[src/rtl/cpuclk_seq_pkg.sv]
package cpuclk_seq_pkg;

    typedef enum logic [3:0] {
        S_IDLE,
        S_PARK_RD,
        S_PARK_WR,
        S_PARK_POLL,
        S_PLL,
        S_DIV0_WR,
        S_DIV0_POLL,
        S_DIV1_WR,
        S_DIV1_POLL,
        S_REL_RD,
        S_REL_WR,
        S_REL_POLL,
        S_FINISH,
        S_ABORT
    } seq_state_e;

    // Clock-control register offsets
    localparam int unsigned OFS_MUX_SEL  = 'h000;
    localparam int unsigned OFS_MUX_STAT = 'h200;
    localparam int unsigned OFS_DIV0     = 'h300;
    localparam int unsigned OFS_DIV1     = 'h304;
    localparam int unsigned OFS_DSTAT0   = 'h400;
    localparam int unsigned OFS_DSTAT1   = 'h404;

    // Mux select / status fields
    localparam int unsigned PARK_BIT     = 16;
    localparam int unsigned MSTAT_LSB    = 16;
    localparam int unsigned MSTAT_W      = 3;
    localparam int unsigned MSTAT_PARKED = 2;
    localparam int unsigned MSTAT_MAIN   = 1;

endpackage

[src/rtl/cpuclk_freq_round.sv]
module cpuclk_freq_round #(
    parameter int NUM_ENT = 8,
    parameter int FW      = 32
) (
    input  logic [NUM_ENT*FW-1:0] table_khz,
    input  logic [FW-1:0]         query_khz,
    output logic [FW-1:0]         rounded_khz
);

    logic [FW-1:0]      entry [NUM_ENT];
    logic [NUM_ENT-1:0] fits;

    for (genvar g = 0; g < NUM_ENT; g++) begin : g_ent
        assign entry[g] = table_khz[g*FW +: FW];
        assign fits[g]  = (query_khz >= entry[g]);
    end

    // Lowest qualifying index wins; fall back to the last entry.
    always_comb begin
        rounded_khz = entry[NUM_ENT-1];
        for (int i = NUM_ENT - 1; i >= 0; i--) begin
            if (fits[i]) rounded_khz = entry[i];
        end
    end

endmodule

[src/rtl/cpuclk_poll_timer.sv]
module cpuclk_poll_timer #(
    parameter int TW = 16
) (
    input  logic          clk,
    input  logic          rst_n,
    input  logic          run,
    input  logic          clr,
    input  logic [TW-1:0] limit,
    output logic          expired
);

    logic [TW-1:0] cnt_q;

    always_ff @(posedge clk or negedge rst_n) begin
        if (!rst_n) begin
            cnt_q <= '0;
        end else if (clr || !run) begin
            cnt_q <= '0;
        end else if (cnt_q != {TW{1'b1}}) begin
            cnt_q <= cnt_q + 1'b1;
        end
    end

    assign expired = run && (cnt_q >= limit);

endmodule

[src/rtl/cpuclk_seq_fsm.sv]
module cpuclk_seq_fsm
    import cpuclk_seq_pkg::*;
#(
    parameter int FW = 32,
    parameter int DW = 32,
    parameter int AW = 12
) (
    input  logic          clk,
    input  logic          rst_n,
    input  logic          req_valid,
    input  logic [FW-1:0] req_khz,
    input  logic [FW-1:0] req_parent_khz,
    input  logic [DW-1:0] req_div0,
    input  logic [DW-1:0] req_div1,
    input  logic [FW-1:0] cur_parent_khz,
    input  logic [DW-1:0] bus_rdata,
    input  logic          bus_ack,
    input  logic          pll_ack,
    input  logic          tmo_expired,
    output logic          busy,
    output logic          done,
    output logic          err,
    output logic          bus_req,
    output logic          bus_we,
    output logic [AW-1:0] bus_addr,
    output logic [DW-1:0] bus_wdata,
    output logic          pll_req,
    output logic [FW-1:0] pll_khz,
    output logic          tmr_run,
    output logic          tmr_clr
);

    localparam logic [AW-1:0] A_MSEL  = AW'(OFS_MUX_SEL);
    localparam logic [AW-1:0] A_MSTAT = AW'(OFS_MUX_STAT);
    localparam logic [AW-1:0] A_DIV0  = AW'(OFS_DIV0);
    localparam logic [AW-1:0] A_DIV1  = AW'(OFS_DIV1);
    localparam logic [AW-1:0] A_DST0  = AW'(OFS_DSTAT0);
    localparam logic [AW-1:0] A_DST1  = AW'(OFS_DSTAT1);
    localparam logic [DW-1:0] PARK_MASK = DW'(1) << PARK_BIT;

    seq_state_e    state_q, state_d;
    logic [FW-1:0] tgt_khz_q, tgt_par_q;
    logic [DW-1:0] div0_q, div1_q, msel_q;
    logic          down_q;

    logic [MSTAT_W-1:0] mstat;
    logic               accept, is_equal, is_down;
    logic               parked_seen, main_seen, dst_zero;

    assign mstat       = bus_rdata[MSTAT_LSB +: MSTAT_W];
    assign parked_seen = bus_ack && (mstat == MSTAT_W'(MSTAT_PARKED));
    assign main_seen   = bus_ack && (mstat == MSTAT_W'(MSTAT_MAIN));
    assign dst_zero    = bus_ack && (bus_rdata == '0);
    assign accept      = (state_q == S_IDLE) && req_valid;
    assign is_equal    = (req_khz == cur_parent_khz);
    assign is_down     = (req_khz < cur_parent_khz);

    // State register
    always_ff @(posedge clk or negedge rst_n) begin
        if (!rst_n) state_q <= S_IDLE;
        else        state_q <= state_d;
    end

    // Request capture and mux-select snapshot
    always_ff @(posedge clk or negedge rst_n) begin
        if (!rst_n) begin
            tgt_khz_q <= '0;
            tgt_par_q <= '0;
            div0_q    <= '0;
            div1_q    <= '0;
            msel_q    <= '0;
            down_q    <= 1'b0;
        end else begin
            if (accept) begin
                tgt_khz_q <= req_khz;
                tgt_par_q <= req_parent_khz;
                div0_q    <= req_div0;
                div1_q    <= req_div1;
                down_q    <= is_down;
            end
            if (bus_ack && (state_q == S_PARK_RD || state_q == S_REL_RD)) begin
                msel_q <= bus_rdata;
            end
        end
    end

    // Next-state logic
    always_comb begin
        state_d = state_q;
        unique case (state_q)
            S_IDLE: begin
                if (req_valid) begin
                    if (is_equal)     state_d = S_FINISH;
                    else if (is_down) state_d = S_PARK_RD;
                    else              state_d = S_DIV0_WR;
                end
            end
            S_PARK_RD:   if (bus_ack) state_d = S_PARK_WR;
            S_PARK_WR:   if (bus_ack) state_d = S_PARK_POLL;
            S_PARK_POLL: begin
                if (parked_seen)                  state_d = S_PLL;
                else if (bus_ack && tmo_expired)  state_d = S_ABORT;
            end
            S_PLL: begin
                if (pll_ack)          state_d = down_q ? S_DIV0_WR : S_REL_RD;
                else if (tmo_expired) state_d = S_ABORT;
            end
            S_DIV0_WR:   if (bus_ack) state_d = S_DIV0_POLL;
            S_DIV0_POLL: begin
                if (dst_zero)                     state_d = S_DIV1_WR;
                else if (bus_ack && tmo_expired)  state_d = S_ABORT;
            end
            S_DIV1_WR:   if (bus_ack) state_d = S_DIV1_POLL;
            S_DIV1_POLL: begin
                if (dst_zero)                     state_d = down_q ? S_REL_RD : S_PARK_RD;
                else if (bus_ack && tmo_expired)  state_d = S_ABORT;
            end
            S_REL_RD:    if (bus_ack) state_d = S_REL_WR;
            S_REL_WR:    if (bus_ack) state_d = S_REL_POLL;
            S_REL_POLL: begin
                if (main_seen)                    state_d = S_FINISH;
                else if (bus_ack && tmo_expired)  state_d = S_ABORT;
            end
            S_FINISH:    state_d = S_IDLE;
            S_ABORT:     state_d = S_IDLE;
            default:     state_d = S_IDLE;
        endcase
    end

    // Output decode
    always_comb begin
        bus_req   = 1'b0;
        bus_we    = 1'b0;
        bus_addr  = '0;
        bus_wdata = '0;
        pll_req   = 1'b0;
        pll_khz   = down_q ? tgt_khz_q : tgt_par_q;
        busy      = (state_q != S_IDLE);
        done      = (state_q == S_FINISH);
        err       = (state_q == S_ABORT);
        tmr_run   = 1'b0;
        tmr_clr   = (state_d != state_q);
        unique case (state_q)
            S_PARK_RD, S_REL_RD: begin
                bus_req  = 1'b1;
                bus_addr = A_MSEL;
            end
            S_PARK_WR: begin
                bus_req   = 1'b1;
                bus_we    = 1'b1;
                bus_addr  = A_MSEL;
                bus_wdata = msel_q | PARK_MASK;
            end
            S_REL_WR: begin
                bus_req   = 1'b1;
                bus_we    = 1'b1;
                bus_addr  = A_MSEL;
                bus_wdata = msel_q & ~PARK_MASK;
            end
            S_PARK_POLL, S_REL_POLL: begin
                bus_req  = 1'b1;
                bus_addr = A_MSTAT;
                tmr_run  = 1'b1;
            end
            S_PLL: begin
                pll_req = 1'b1;
                tmr_run = 1'b1;
            end
            S_DIV0_WR: begin
                bus_req   = 1'b1;
                bus_we    = 1'b1;
                bus_addr  = A_DIV0;
                bus_wdata = div0_q;
            end
            S_DIV1_WR: begin
                bus_req   = 1'b1;
                bus_we    = 1'b1;
                bus_addr  = A_DIV1;
                bus_wdata = div1_q;
            end
            S_DIV0_POLL: begin
                bus_req  = 1'b1;
                bus_addr = A_DST0;
                tmr_run  = 1'b1;
            end
            S_DIV1_POLL: begin
                bus_req  = 1'b1;
                bus_addr = A_DST1;
                tmr_run  = 1'b1;
            end
            default: ;
        endcase
    end

endmodule

[src/rtl/cpuclk_rate_seq.sv]
module cpuclk_rate_seq #(
    parameter int FW      = 32,
    parameter int DW      = 32,
    parameter int AW      = 12,
    parameter int TW      = 16,
    parameter int NUM_ENT = 8
) (
    input  logic                  clk,
    input  logic                  rst_n,
    input  logic                  req_valid,
    input  logic [FW-1:0]         req_khz,
    input  logic [FW-1:0]         req_parent_khz,
    input  logic [DW-1:0]         req_div0,
    input  logic [DW-1:0]         req_div1,
    input  logic [FW-1:0]         cur_parent_khz,
    output logic                  busy,
    output logic                  done,
    output logic                  err,
    output logic                  bus_req,
    output logic                  bus_we,
    output logic [AW-1:0]         bus_addr,
    output logic [DW-1:0]         bus_wdata,
    input  logic [DW-1:0]         bus_rdata,
    input  logic                  bus_ack,
    output logic                  pll_req,
    output logic [FW-1:0]         pll_khz,
    input  logic                  pll_ack,
    input  logic [TW-1:0]         poll_limit,
    input  logic [NUM_ENT*FW-1:0] table_khz,
    input  logic [FW-1:0]         query_khz,
    output logic [FW-1:0]         rounded_khz
);

    logic tmr_run, tmr_clr, tmo_expired;

    cpuclk_seq_fsm #(.FW(FW), .DW(DW), .AW(AW)) u_fsm (
        .clk            (clk),
        .rst_n          (rst_n),
        .req_valid      (req_valid),
        .req_khz        (req_khz),
        .req_parent_khz (req_parent_khz),
        .req_div0       (req_div0),
        .req_div1       (req_div1),
        .cur_parent_khz (cur_parent_khz),
        .bus_rdata      (bus_rdata),
        .bus_ack        (bus_ack),
        .pll_ack        (pll_ack),
        .tmo_expired    (tmo_expired),
        .busy           (busy),
        .done           (done),
        .err            (err),
        .bus_req        (bus_req),
        .bus_we         (bus_we),
        .bus_addr       (bus_addr),
        .bus_wdata      (bus_wdata),
        .pll_req        (pll_req),
        .pll_khz        (pll_khz),
        .tmr_run        (tmr_run),
        .tmr_clr        (tmr_clr)
    );

    cpuclk_poll_timer #(.TW(TW)) u_timer (
        .clk     (clk),
        .rst_n   (rst_n),
        .run     (tmr_run),
        .clr     (tmr_clr),
        .limit   (poll_limit),
        .expired (tmo_expired)
    );

    cpuclk_freq_round #(.NUM_ENT(NUM_ENT), .FW(FW)) u_round (
        .table_khz   (table_khz),
        .query_khz   (query_khz),
        .rounded_khz (rounded_khz)
    );

endmodule

[config.mk]
export PLATFORM = sky130hd
export DESIGN_NAME = cpuclk_rate_seq
export DESIGN_NICKNAME = d
export VERILOG_FILES = /design/src/rtl/cpuclk_seq_pkg.sv /design/src/rtl/cpuclk_freq_round.sv /design/src/rtl/cpuclk_poll_timer.sv /design/src/rtl/cpuclk_seq_fsm.sv /design/src/rtl/cpuclk_rate_seq.sv
export SDC_FILE = /design/constraint.sdc
export NUM_CORES = 1
export LEC_CHECK = 0
export BUFFER_PORTS_ARGS = -buffer_cell sky130_fd_sc_hd__buf_4
export CAP_MARGIN = 20
export CORE_UTILIZATION = 25
export DETAILED_ROUTE_END_ITERATION = 8
export GPL_ROUTABILITY_DRIVEN = 1
export SYNTH_ARGS = -nofsm -noshare
export SYNTH_HDL_FRONTEND = slang
export SYNTH_SLANG_ARGS = --single-unit
[constraint.sdc]
create_clock -name clk -period 2.85 [get_ports clk]
set_clock_uncertainty 0.15 [all_clocks]
set_input_delay 0.4275 -clock clk [delete_from_list [all_inputs] [get_ports clk]]
set_output_delay 0.4275 -clock clk [all_outputs]
set_load 0.05 [all_outputs]
Word level (Yosys, flattened, before mapping)
Cells that the tools add are included.
{"block": "totals", "ff_bits": 181, "output_inout_bits": 114, "input_bits": 501}
{"block": "classes", "n_lt_le_gt_ge": 9, "n_eq_ne": 18, "n_mux": 35, "addsub": 1, "n_reduce_logical": 18}
{"op": "$mux W32", "count": 8}
{"op": "$ge A32 B32 Y1", "count": 7}
{"op": "$pmux W32 S4", "count": 1}
{"op": "$mux W4", "count": 17}
{"op": "$pmux W11 S5", "count": 1}
{"op": "$pmux W4 S12", "count": 1}
{"op": "$eq A32 B32 Y1", "count": 1}
{"op": "$logic_not A32 Y1", "count": 1}
{"op": "$lt A32 B32 Y1", "count": 1}
{"op": "$mux W16", "count": 2}
{"op": "$eq A4 B4 Y1 const B", "count": 6}
{"op": "$add A16 B1 Y16 const B", "count": 1}
{"op": "$eq A4 B3 Y1 const B", "count": 4}
{"op": "$ge A16 B16 Y1", "count": 1}
{"op": "$ne A16 B16 Y1 const B", "count": 1}
{"op": "$reduce_or A10 Y1", "count": 1}
{"op": "$eq A4 B2 Y1 const B", "count": 2}
{"op": "$logic_and A1 B1 Y1", "count": 7}
{"op": "$reduce_or A5 Y1", "count": 1}
{"op": "$eq A4 B1 Y1 const B", "count": 1}
{"op": "$logic_not A4 Y1", "count": 1}
{"op": "$mux W1", "count": 4}
{"op": "$ne A4 B4 Y1", "count": 1}
{"op": "$reduce_bool A4 Y1", "count": 1}
{"op": "other kinds (8)", "count": 9}

Logic depth before layout (Yosys ltp)
{"block": "logic_depth", "word_depth": 11, "depth_mapped": 12, "depth_no_buf": 10}

Modules after synthesis
A second synthesis with hierarchy kept.
{"block": "hier_totals", "cells_unflattened": 1931, "area_unflattened_um2": 17341.6}
{"mod": "cpuclk_seq_fsm", "cells_each": 683, "n_inst": 1, "area_per_inst_um2": 8391.8}
{"mod": "cpuclk_freq_round", "cells_each": 1099, "n_inst": 1, "area_per_inst_um2": 7648.6}
{"mod": "cpuclk_poll_timer", "cells_each": 149, "n_inst": 1, "area_per_inst_um2": 1301.2}

Worst setup path before layout
OpenSTA, ideal clock, no wires.
{"block": "synth_timing", "kind": "input port to output port", "from": "input table_khz[78]", "to": "output rounded_khz[30]", "path_buffers": 2, "arrival_ps": 3137, "path_slack_ps": -864, "path_stages": 11, "required_time_ps": 2273, "path_cell_list": "inv_1 ha_1 a21o_1 a211o_1 a211oi_1 a211oi_1 nor4_1 buf_2 buf_1 o2111ai_1 o21ai_1"}
{"block": "synth_between", "elab_chain_len": 4}
{"element": "start: declaration", "line": "cpuclk_rate_seq.sv:29", "rtl": "input logic [NUM_ENT*FW-1:0] table_khz,"}
{"element": "$ge A32 B32 Y1", "line": "cpuclk_freq_round.sv:15", "rtl": "assign fits[g] = (query_khz >= entry[g]);"}
{"element": "$mux W32 (3 in series)", "line": "cpuclk_freq_round.sv:22", "rtl": "if (fits[i]) rounded_khz = entry[i];"}
{"element": "end: declaration", "line": "cpuclk_rate_seq.sv:31", "rtl": "output logic [FW-1:0] rounded_khz"}
Every way passes these cells.

Final worst setup path
{"block": "layout_timing", "from": "input query_khz[0]", "to": "output rounded_khz[16]"}
{"block": "layout_between", "elab_chain_len": 8, "elab_cells_between_ends": 14}
{"element": "start: declaration", "line": "cpuclk_rate_seq.sv:30", "rtl": "input logic [FW-1:0] query_khz,"}
{"element": "$ge A32 B32 Y1", "line": "cpuclk_freq_round.sv:15"}
{"element": "$mux W32 (6 in series)", "line": "cpuclk_freq_round.sv:22"}
{"element": "$mux W32 *", "line": "cpuclk_freq_round.sv:22"}
Mark *: on every way between the ends. The rest lies on a longest branch, timed or not.

==> qor.csv <==
metric,value,unit
largest net degree at the start of global routing,132,
mux contribution to synthesized area,4.15,%
ANT nets after route,0,
filler instances,6790,
Yosys reg bits,180,
die area,0.0715,mm²
Die Y,267,µm
all-layer global routing usage,24.8,%
Internal,0.00968,W
final worst path period need,3.79,ns
number of global-route vias before repair,21400,
Worst Hold Class,in2reg,
Post-Synth Simple-Gate Area,18.4,%
Multi-input gate area,0.0138,mm²
Tightest Pin Transition,0.634,ns
crit path max fanout,7,
post-synth top area share,25.6,%
status,"complete, but fails checks",
gpl congestion,0.994,
final-report max-slew violation count,0,
I/O Buffers,606,
Storage cell area,0.00451,mm²
Final Cycle Share,133,%
initial antenna violation count,25,
Final setup viols,44,
"FFs w/ async S/R, synth",100,%
Initial Util,25.5,%
clk sink count,180,
highest clock rate,0.264,GHz
CTS tree,built,
pwr/cell area,609,mW/mm²
Synth Area per Inst,7.68,µm²
relative slew slack,57.7,%
largest cells by area after synthesis,"dfrtp_1 (26%), ha_1 (19%), nand2_1 (9.3%), inv_1 (6.6%), a21oi_1 (4.7%)",
Skew-Pair Late Insertion Delay,0.46,ns
WL/cell,22.0,µm
combinational power share,63.8,%
Longest Clk Path Bufs,2,
Flop pwr share,23.0,%
final net count,4064,
total grt overflow,0,
crit start category,input port,
xor/xnor share of the synthesized area,0.547,%
RSZ-0062 raised after global routing,true,
DRC,0,
Row Count,96,
slowest stage cell on the critical path,or3b_1,
"Seq/Total Area, Yosys",25.6,%
first-pass GRT wire length,133000,µm
1st-iter DRT viols,1875,
layout cells sized above 1,42.6,%
vias post-DR,21600,
largest family of logic cells by synthesized area,compound AO/OA/AOI/OAI gates,
Setup TNS,-29.17,ns
Worst EP arrival,3.22,ns
Post-Layout Inst Area,0.0308,mm²
CP Capture Type,primary output,
critical path class,in2out,
H-tree depth,4,
mapped cell area,0.0176,mm²
Ports,615,
core area,0.0691,mm²
CP peak stage delay,0.35,ns
dpl hpwl,73500,µm
drt first pass iters,9,
Pleak,15.6,nW
DRT Wirelength,93500,µm
Num CTS Buffers,17,
YS warnings,0,
leading area contributor after synthesis,dfrtp_1,
worst vdd ir,556,µV
Most used DFF post-synth,dfrtp_1,
Post-synth EDFFs,0,
placed inst area,0.0268,mm²
CTS Root Cell,clkbuf_16,
switching share of power,48.4,%
Post-Syn Instances,2293,
Via density,5.08,
post-synthesis adder-cell area fraction,19.4,%
crit path cell chain,buf_8 > clkinvlp_4 > buf_6 > ha_4 > or3b_1 > o211ai_1 > a2111oi_4 > o311ai_4 > and2_4 > buf_12 > buf_16 > a31oi_2 > a211oi_2 > buf_4 > o21ai_4 > buf_8,
dominant cell type by count on the critical path,buf_8,
MaxCap Viol Count,0,
clock share of power,13.1,%
endpoints failing hold,0,
Final WS setup,-0.943,ns
pre-CTS setup slack,-1.45,ns
switching power,0.00908,W
fraction of the mapped netlist area in compound gates,22.1,%
failing checks,setup timing,
clk slew on worst S/H paths,0.07,ns
Yosys cell types,69,
chip width,267,µm
Layout area overhead,75.1,%
required time worst endpoint,2.27,ns
==> layout make-up <==
cell class,instances,share of cell area (%)
tap,931,3.78
inverter,310,3.80
clock inverter,15,0.589
timing repair buffer,1099,30.9
sequential,180,14.6
multi-input combinational,1682,44.8
antenna,20,0.162
clock buffer,17,1.38
==> flip-flops by register name (all words and copies together), names as in the netlist <==
signal	count
u_fsm.tgt_khz_q	32
u_fsm.state_q	4
u_timer.cnt_q	16
u_fsm.tgt_par_q	32
u_fsm.div0_q	32
u_fsm.div1_q	32
u_fsm.msel_q	31
u_fsm.down_q	1
==> worst paths after layout <==
| kind | from | end | slack, ns | depth (start not counted) |
|---|---|---|---|---|
| min in group asynchronous | rst_n | u_fsm.div0_q[31]$_DFFE_PN0P_ | 0.41 | 2 |
| setup reg to reg | u_timer.cnt_q[0]$_DFFE_PN0P_ | u_timer.cnt_q[10]$_DFFE_PN0P_ | -0.05 | 12 |
| hold / removal | req_div0[20] | u_fsm.div0_q[20]$_DFFE_PN0P_ | 0.03 | 3 |
| max in group asynchronous | rst_n | u_fsm.state_q[1]$_DFF_PN0_ | 1.33 | 3 |
| hold reg to reg | u_fsm.tgt_khz_q[20]$_DFFE_PN0P_ | u_fsm.tgt_khz_q[20]$_DFFE_PN0P_ | 0.32 | 2 |
| setup / recovery | query_khz[0] | rounded_khz[16] | -0.94 | 16 |
==> through the flow <==
| step | utilization, % | total power [W] | hold slack [ns] | std cells |
|---|---|---|---|---|
| after floorplan | - | 0.0110 | -0.0181 | 2300 |
| after global placement | 38.8 | 0.0149 | 0.302 | 4060 |
| after detailed placement | 38.8 | 0.0150 | 0.308 | 4060 |
| after CTS | 42.7 | 0.0183 | 0.000614 | 4209 |
| after global routing | 44.6 | 0.0198 | 0.00554 | 4249 |
| final | 44.6 | 0.0188 | 0.0258 | 4254 |
==> Yosys cell counts, types with 3 or more instances <==
cell type	number
nand2_1	437
inv_1	309
ha_1	273
dfrtp_1	180
a21oi_1	166
nand3_1	91
clkbuf_1	89
a31oi_1	69
o21ai_0	65
mux2_2	64
nor2_1	55
a211oi_1	50
o21ai_1	49
a21o_1	48
nand4_1	45
o2111ai_1	35
nor3_1	34
a222oi_1	31
nor4_1	21
buf_2	16
o21a_1	14
nand2b_1	11
buf_1	10
nor2b_1	10
buf_4	9
o211ai_1	9
and2_1	8
a211o_1	7
xor2_1	7
and4_1	6
a2111oi_0	5
and3_1	5
or3_1	5
a221o_1	4
buf_6	4
xnor2_1	4
a21boi_0	3
o22ai_1	3
o31ai_1	3
o41ai_1	3
==> logic make-up (layout without fill, tap and decap cells) <==
kind of cell | after synthesis | in the layout
AO/OA/AOI/OAI | 590 | 590
XOR/XNOR | 11 | 11
flip-flops | 180 | 180
AND/OR/NAND/NOR | 735 | 735
multiplexers | 65 | 65
adder cells (fa/ha/maj) | 273 | 273
buffers and inverters | 438 | 1441
other | 1 | 28
==> what timing repair did <==
| action | in CTS | in global routing |
|---|---|---|
| hold buffers | 87 | 0 |
| endpoints found under the hold margin | 143 | 0 |
| resized for setup | 140 | 200 |
| setup buffers | 19 | 20 |
| cloned | 12 | 9 |
| setup endpoints to repair | 50 | 75 |
| pin swaps | 37 | 62 |
==> per-layer routing <==
metal / up-vias / GRT usage [%] / share of wire [%]
met5: - / 0 / 0.11
met4: 18 / 14.9 / 6.5
met3: 266 / 6.29 / 8.7
met2: 1007 / 40.2 / 46
met1: 10200 / 29.5 / 39
li1: 10100 / - / -
==> power by group through the flow <==
stage / Clock [W] / Combinational [W] / Sequential, W
2_1_floorplan: 0 / 0.00693 / 0.00409
3_3_place_gp: 0 / 0.0106 / 0.00432
3_5_place_dp: 0 / 0.0107 / 0.00434
4_1_cts: 0.00253 / 0.0115 / 0.00431
5_1_grt: 0.00262 / 0.0127 / 0.00445
6_report: 0.00246 / 0.0120 / 0.00432
==> cells in the final DEF, fill, tap and decap left out, types with 24 or more instances in the layout <==
cell / synthesis / layout
nand4_1: 45 / 45
a211oi_2: 2 / 40
nor2_1: 55 / 51
a222oi_1: 31 / 31
buf_4: 9 / 895
buf_12: 0 / 35
o21ai_1: 49 / 25
a21o_1: 48 / 47
nand2_1: 437 / 436
a21oi_1: 166 / 140
o21ai_4: 0 / 39
nand3_1: 91 / 82
clkbuf_16: 0 / 24
mux2_2: 64 / 64
o21ai_0: 65 / 41
ha_1: 273 / 256
buf_6: 4 / 54
dfrtp_1: 180 / 178
inv_1: 309 / 303
dlygate4sd3_1: 0 / 87
a31oi_1: 69 / 28
==> worst max-delay path: cells and delay by family <==
family	cells	cell delay, ns
simple gates	2	0.62
compound gates	6	0.95
buf+inv	7	1.00
fa+ha+maj	1	0.19
Power figures use the tool's default switching activity.
